**config.mk**
```make
export PLATFORM = sky130hd
export DESIGN_NAME = block_error_countdown
export DESIGN_NICKNAME = d
export VERILOG_FILES = /design/src/rtl/blkerr_pkg.sv /design/src/rtl/blkerr_event.sv /design/src/rtl/blkerr_thresh.sv /design/src/rtl/blkerr_count.sv /design/src/rtl/block_error_countdown.sv
export SDC_FILE = /design/constraint.sdc
export NUM_CORES = 1
export LEC_CHECK = 0
export BUFFER_PORTS_ARGS = -buffer_cell sky130_fd_sc_hd__buf_2
export CAP_MARGIN = 25
export CELL_PAD_IN_SITES_DETAIL_PLACEMENT = 1
export CELL_PAD_IN_SITES_GLOBAL_PLACEMENT = 1
export CORE_ASPECT_RATIO = 1.25
export CORE_MARGIN = 2
export CORE_UTILIZATION = 45
export DETAILED_ROUTE_END_ITERATION = 10
export GPL_TIMING_DRIVEN = 0
export MAX_ROUTING_LAYER = met4
export PLACE_DENSITY = 0.9
export SETUP_SLACK_MARGIN = 0.15
export SLEW_MARGIN = 15
export SYNTH_ARGS = -nofsm -noshare
export SYNTH_HDL_FRONTEND = slang
export SYNTH_SLANG_ARGS = --single-unit
```
**constraint.sdc**
```tcl
create_clock -name clk -period 2.9 [get_ports clk]
set_clock_uncertainty 0.15 [all_clocks]
set_input_delay 0.145 -clock clk [delete_from_list [all_inputs] [get_ports clk]]
set_output_delay 0.145 -clock clk [all_outputs]
set_load 0.05 [all_outputs]
```
**src/rtl/blkerr_pkg.sv**
```systemverilog
package blkerr_pkg;

  // A superframe counts as errored when the boundary strobe is present
  // and either active-low check flag reports a failure.
  function automatic logic is_errored(input logic boundary,
                                      input logic far_good,
                                      input logic near_good);
    return boundary && !(far_good && near_good);
  endfunction

  // A count of one or zero cannot take a further step: it reloads.
  function automatic logic at_floor(input int unsigned cnt);
    return cnt <= 1;
  endfunction

  function automatic int unsigned step_down(input int unsigned cnt);
    return cnt - 1;
  endfunction

endpackage

```
**src/rtl/blkerr_event.sv**
```systemverilog
module blkerr_event (
  input  logic sf_end,
  input  logic far_ok,
  input  logic near_ok,
  output logic err_evt
);
  import blkerr_pkg::*;

  always_comb err_evt = is_errored(sf_end, far_ok, near_ok);

endmodule

```
**src/rtl/blkerr_thresh.sv**
```systemverilog
module blkerr_thresh #(
  parameter int          W      = 8,
  parameter logic [W-1:0] PRESET = '1
) (
  input  logic         clk,
  input  logic         rst_n,
  input  logic         thr_wr,
  input  logic [W-1:0] thr_wdata,
  output logic [W-1:0] thr_q
);

  always_ff @(posedge clk or negedge rst_n) begin
    if (!rst_n)      thr_q <= PRESET;
    else if (thr_wr) thr_q <= thr_wdata;
  end

  p_thr_store_r8: assert property (@(posedge clk) disable iff (!rst_n)
    thr_wr |=> thr_q == $past(thr_wdata));

  p_thr_hold_r8: assert property (@(posedge clk) disable iff (!rst_n)
    !thr_wr |=> $stable(thr_q));

endmodule

```
**src/rtl/blkerr_count.sv**
```systemverilog
module blkerr_count #(
  parameter int           W      = 8,
  parameter logic [W-1:0] PRESET = '1
) (
  input  logic         clk,
  input  logic         rst_n,
  input  logic         err_evt,
  input  logic         rd_stb,
  input  logic         irq_en,
  input  logic [W-1:0] thr_q,
  output logic [W-1:0] rd_data,
  output logic         irq_req
);
  import blkerr_pkg::*;

  logic [W-1:0] cnt_q;
  logic         take_err;   // counted error not overridden by a read
  logic         hit_floor;  // counted error that reloads instead of stepping
  logic [W-1:0] cnt_d;

  always_comb begin
    take_err  = err_evt && !rd_stb;
    hit_floor = take_err && at_floor(32'(cnt_q));
    cnt_d     = cnt_q;
    if (rd_stb || hit_floor) cnt_d = thr_q;
    else if (take_err)       cnt_d = W'(step_down(32'(cnt_q)));
  end

  always_ff @(posedge clk or negedge rst_n) begin
    if (!rst_n) begin
      cnt_q   <= PRESET;
      rd_data <= '0;
      irq_req <= 1'b0;
    end else begin
      cnt_q   <= cnt_d;
      irq_req <= hit_floor && irq_en;
      if (rd_stb) rd_data <= cnt_q;
    end
  end

  p_one_step_r2: assert property (@(posedge clk) disable iff (!rst_n)
    (err_evt && !rd_stb && cnt_q > W'(1)) |=> cnt_q == $past(cnt_q) - W'(1));

  p_idle_hold_r3: assert property (@(posedge clk) disable iff (!rst_n)
    (!err_evt && !rd_stb) |=> $stable(cnt_q));

  p_floor_reload_r4: assert property (@(posedge clk) disable iff (!rst_n)
    (err_evt && !rd_stb && cnt_q <= W'(1)) |=> cnt_q == $past(thr_q));

  p_irq_source_r5: assert property (@(posedge clk) disable iff (!rst_n)
    irq_req |-> $past(err_evt && !rd_stb && irq_en && cnt_q <= W'(1)));

  p_irq_pulse_r5: assert property (@(posedge clk) disable iff (!rst_n)
    irq_req |=> !irq_req || $past(err_evt && !rd_stb && irq_en));

  p_read_capture_r6: assert property (@(posedge clk) disable iff (!rst_n)
    rd_stb |=> (rd_data == $past(cnt_q)) && (cnt_q == $past(thr_q)));

  p_read_hold_r6: assert property (@(posedge clk) disable iff (!rst_n)
    !rd_stb |=> $stable(rd_data));

  p_read_wins_r7: assert property (@(posedge clk) disable iff (!rst_n)
    (rd_stb && err_evt) |=> !irq_req);

endmodule

```
**src/rtl/block_error_countdown.sv**
```systemverilog
module block_error_countdown #(
  parameter int           W      = 8,
  parameter logic [W-1:0] PRESET = '1
) (
  input  logic         clk,
  input  logic         rst_n,
  input  logic         thr_wr,
  input  logic [W-1:0] thr_wdata,
  input  logic         rd_stb,
  output logic [W-1:0] rd_data,
  input  logic         sf_end,
  input  logic         far_ok,
  input  logic         near_ok,
  input  logic         irq_en,
  output logic         irq_req
);

  logic         err_evt;
  logic [W-1:0] thr_q;

  blkerr_event u_event (
    .sf_end  (sf_end),
    .far_ok  (far_ok),
    .near_ok (near_ok),
    .err_evt (err_evt)
  );

  blkerr_thresh #(.W(W), .PRESET(PRESET)) u_thresh (
    .clk       (clk),
    .rst_n     (rst_n),
    .thr_wr    (thr_wr),
    .thr_wdata (thr_wdata),
    .thr_q     (thr_q)
  );

  blkerr_count #(.W(W), .PRESET(PRESET)) u_count (
    .clk     (clk),
    .rst_n   (rst_n),
    .err_evt (err_evt),
    .rd_stb  (rd_stb),
    .irq_en  (irq_en),
    .thr_q   (thr_q),
    .rd_data (rd_data),
    .irq_req (irq_req)
  );

  p_quiet_when_disabled_r5: assert property (@(posedge clk) disable iff (!rst_n)
    !irq_en |=> !irq_req);

  p_floor_zero_thr_r9: assert property (@(posedge clk) disable iff (!rst_n)
    (thr_q == '0 && !thr_wr && rd_stb) |=> rd_data == $past(u_count.cnt_q));

endmodule

```
Word level (Yosys, flattened, before mapping). Cells that the tools add are included.

Input bits: 16. Bits in registers: 25. Output and inout bits: 9. Logic and storage cells: 17.

$add $sub $neg: 1. Magnitude comparators: 1. Muxes and demuxes: 2. Reduce and logical (&&, ||, !) cells: 9.

Operator list (number): 8-bit 2-to-1 mux (2); 8-bit by 1-bit less-or-equal comparator with 1-bit output, second input constant (1); 8-bit by 1-bit subtractor with 8-bit output, second input constant (1); 1-bit logical AND (5); 1-bit zero test (2); 2-bit nonzero test (1); 1-bit logical OR (1).

Longest topological paths before layout.
Depth in word-level cells: 7. Depth in mapped cells: 6. Gate-level depth less buffers: 6.

Modules after synthesis. A second synthesis with hierarchy kept.

Cells, all modules: 101. Area total of the unflattened synthesis: 1277.5 µm².

By module, submodules not included: blkerr_count (area each 924.6 µm², instances 1, cells an instance 83); blkerr_thresh (area each 341.6 µm², instances 1, cells an instance 17); blkerr_event (area each 11.3 µm², instances 1, cells an instance 1).

Worst setup path before layout. Ideal clock, no wire load.

Path type: register -> register. Start: register u_count.cnt_q[0]. End: register u_count.cnt_q[6]. Slack: 940 ps. Setup time: 84 ps. Arrival time: 1727 ps. Stages on the path, launching flop included: 6. Period minus slack after synthesis: 1960 ps. Cells stage by stage: dfstp_2 > inv_1 > ha_1 > o21ba_2 > a41o_2 > a221o_2.

Longest elaborated chain between the ends: 4. Elaborated cells between the ends (all ways): 7. Those cells by class: 1 x add/sub; 1 x order compare; 2 x mux; 3 x reduce/logical.

RTL lines: from (decl) (RTL line blkerr_count.sv:16) `logic [W-1:0] cnt_q;`; from (signal assigned) (RTL line blkerr_count.sv:35) `cnt_q <= cnt_d;`; 8-bit by 1-bit less-or-equal comparator with 1-bit output (RTL line blkerr_pkg.sv:13) `return cnt <= 1;`; 1-bit logical AND (RTL line blkerr_count.sv:23) `hit_floor = take_err && at_floor(32'(cnt_q));`; 1-bit logical OR (RTL line blkerr_count.sv:25) `if (rd_stb || hit_floor) cnt_d = thr_q;`; 8-bit 2-to-1 mux / 2-bit nonzero test (equally long branches).

Parallel ways exist; a longest one is shown, timed or not. The select of a mux whose other input is x is not followed. A chain may end at the register's enable or synchronous reset.

Worst setup path in the final report.
Start: register u_count.cnt_q[0]. End: register u_count.cnt_q[7].

Same word-level chain as after synthesis.

==> flow_summary.yaml <==
detailed_routing:
  firstDrtPassIters: 4
  ant_nets: 0
  wl_per_cell_um: 19.1
  vias_per_cell: 5.83
  drc: 0
  wirelength_um: 3090
  vias: 944
  drtIter0Drc: 33
power_and_ir_drop:
  design_power_total_uw: 873
  swShare: 0.355
  p_leak_nw: 0.618
  internal_power_uw: 563
  p_switching_uw: 309
  p_clk_frac: 0.185
  power_frac_seq: 0.532
  share_comb_of_total_power: 0.283
  p_per_area_mw_per_mm2: 593
  ir_worst_vdd_uv: 453
sta:
  finalSetupViolations: 0
  period_needed_ns: 2.42
  finalCritPeriodShare: 0.835
  hold_viol: 0
  fmax_mhz: 413
  drv_slew: 0
  max_slew_margin: 0.616
  rsz0062_at_grt: "false"
  worst_pin_slew_ns: 0.568
  timing.setup.tns_ns: 0
  worst_slack_ns: 0.479
synth:
  ys_seq_elements: 25
  syn_nets: 111
  syn_inst: 93
  async_flop_share: 1.00
  synth_edf_count: 0
  yosysSeqAreaShare: 0.541
  ys_warn_count: 0
  yosysTopAreaCell: "dfstp_2"
  synth.area.top_cells: "dfstp_2, dfrtp_1, mux2_2"
  synth_common_cells: "dfstp_2, mux2_2, dfrtp_1, nor2_1, inv_1"
  synth_ff_type: "dfstp_2"
  synth_top_area_frac: 0.352
  syn_area_per_cell_um2: 12.8
  synth_area_mm2: 0.00119
  yosysUniqueCellTypes: 36
floorplanning:
  start_util: 0.482
  dieArea_mm2: 0.00308
  fp-row-count: 20
  core-area_mm2: 0.00248
  ios: 25
  die_w_um: 50.1
  die_h_um: 61.6
setup_path:
  required_ns: 3.00
  worst_r2r_path_depth: 6
  crit_slowest_cell: "dfstp_2"
  path_max_fanout: 6
  timing.rr.start: "u_count.cnt_q[0]$_DFFE_PN1P_"
  reg2reg_slack_ns: 0.48
  crit_arrival_ns: 2.52
  timing.rr.end: "u_count.cnt_q[7]$_DFFE_PN1P_"
  path_class: "register to register"
  worstPathCellList: "inv_1 > ha_1 > o21ba_2 > a41oi_1 > nor2_1 > a211oi_1"
  cp-start-kind: "register"
  setup.worst_path.end_class: "register"
  critical_path.max_stage_delay_ns: 0.59
  crit_family: "compound AO/OA/AOI/OAI gates"
  critical_path_buf_inv_count: 1
clocking:
  clock_sinks: 25
  clock_latency_ns: 0.33
  postCtsSetupBuffers: 0
  cts_hold_buffers: 10
  cts_buffer_depth: 2
  clockRootBuffer: "clkbuf_4"
  numCtsBuffers: 3
  cts_tree: "built"
  cts_resized: 0
  path_clk_slew_ns: 0.13
  ctsHtreeMaxLevel: 1
grt:
  grt_pass1_vias: 1029
  grtUsageTotal: 0.237
  overflow: 0
  antenna_found_initial: 0
  grt_pass1_wl_um: 5100
  grt_max_degree: 26
final_layout:
  layout.nets: 148
  fillCellCount: 253
  drive_above_1_share: 0.527
  antenna_cells: 0
  area_growth_syn_to_layout_pct: 23.3
run:
  drv_cap: 0
min_path:
  hp-start: "thr_wr"
  holdPathStages: 2
  hold_end: "u_thresh.thr_q[1]$_DFFE_PN1P_"
  min_path_type: "input port to register"
placed_design:
  gp_congestion: 0.808
  place_worst_setup_slack_ns: 0.598
  numPortBuffers: 22
outcome:
  status: "complete, no violations"
==> layout by cell type, fill, tap and decap left out <==
cell type	n
clkbuf_1	3
a211oi_2	2
a211oi_1	1
o21ai_0	2
ha_1	2
a41o_2	1
o22ai_1	1
o31ai_1	1
and4_1	1
dfstp_2	16
nand3_1	1
and4_2	1
mux2_2	16
a21bo_2	1
and3_2	1
dlygate4sd3_1	10
clkbuf_4	3
nor2_1	7
nor3b_1	1
inv_1	4
nand4b_1	1
a21oi_1	3
a221o_2	1
nor4_1	2
a41oi_1	1
dfrtp_1	9
a32oi_1	1
nand4_1	1
nor4_4	1
o22a_1	2
a21boi_1	1
o21ba_2	1
xnor2_1	1
buf_2	24
a31oi_1	2
nand2_1	1
o32ai_1	1
and3_1	1
==> sequential cells by signal (all words and copies together) (netlist names) <==
| signal | flops |
|---|---|
| u_count.cnt_q | 8 |
| u_count.irq_req | 1 |
| u_count.rd_data | 8 |
| u_thresh.thr_q | 8 |
==> power by group through the flow <==
stage	sequential [mW]	combinational, mW	clock, mW
2_1_floorplan	0.532	0.0962	0
3_3_place_gp	0.463	0.221	0
3_5_place_dp	0.469	0.235	0
4_1_cts	0.463	0.246	0.163
5_1_grt	0.471	0.266	0.176
6_report	0.464	0.247	0.162
==> how the worst max path moves through the flow <==
| stage | start | endpoint | depth (start not counted) |
|---|---|---|---|
| 5_1_grt | u_count.cnt_q[0]$_DFFE_PN1P_ | u_count.cnt_q[7]$_DFFE_PN1P_ | 6 |
| 3_5_place_dp | u_count.cnt_q[0]$_DFFE_PN1P_ | u_count.cnt_q[7]$_DFFE_PN1P_ | 6 |
| 4_1_cts | u_count.cnt_q[0]$_DFFE_PN1P_ | u_count.cnt_q[7]$_DFFE_PN1P_ | 6 |
| 2_1_floorplan | u_count.cnt_q[0]$_DFFE_PN1P_ | u_count.cnt_q[6]$_DFFE_PN1P_ | 5 |
| 3_3_place_gp | u_count.cnt_q[0]$_DFFE_PN1P_ | u_count.cnt_q[7]$_DFFE_PN1P_ | 6 |
| 6_report | u_count.cnt_q[0]$_DFFE_PN1P_ | u_count.cnt_q[7]$_DFFE_PN1P_ | 6 |
==> cell type report <==
cell class,instances,area [um2],area share
flip-flops and latches,25,646,0.439
multi-input cells,60,515,0.350
repair buffers,32,210,0.143
well taps,33,41.3,0.0281
clock buffers,4,26.3,0.0179
plain buffers,4,17.5,0.0119
inverters,4,15.0,0.0102
==> metal layers <==
metal,track usage,part of all wire
met5,-,0
met4,0.0992,0.023
met3,0.0267,0.029
met2,0.459,0.59
met1,0.242,0.36
==> cell families after synthesis <==
kind of cell / synth area share
multiplexers: 0.151
buffers and inverters: 0.0273
adder cells (fa/ha/maj): 0.0210
flip-flops: 0.541
AND/OR/NAND/NOR: 0.104
XOR/XNOR: 0.00734
AO/OA/AOI/OAI: 0.149
==> through the flow <==
stage                     cells  hold WS, ns  area, um2   util
after global placement      148     -0.00374       1350  0.543
final                       162        0.165       1470  0.594
after CTS                   162        0.167       1470  0.594
after global routing        162        0.184       1470  0.594
after floorplan              93       -0.301       1190      -
after detailed placement    148      0.00998       1350  0.543
(Power assumes the default switching activity.)
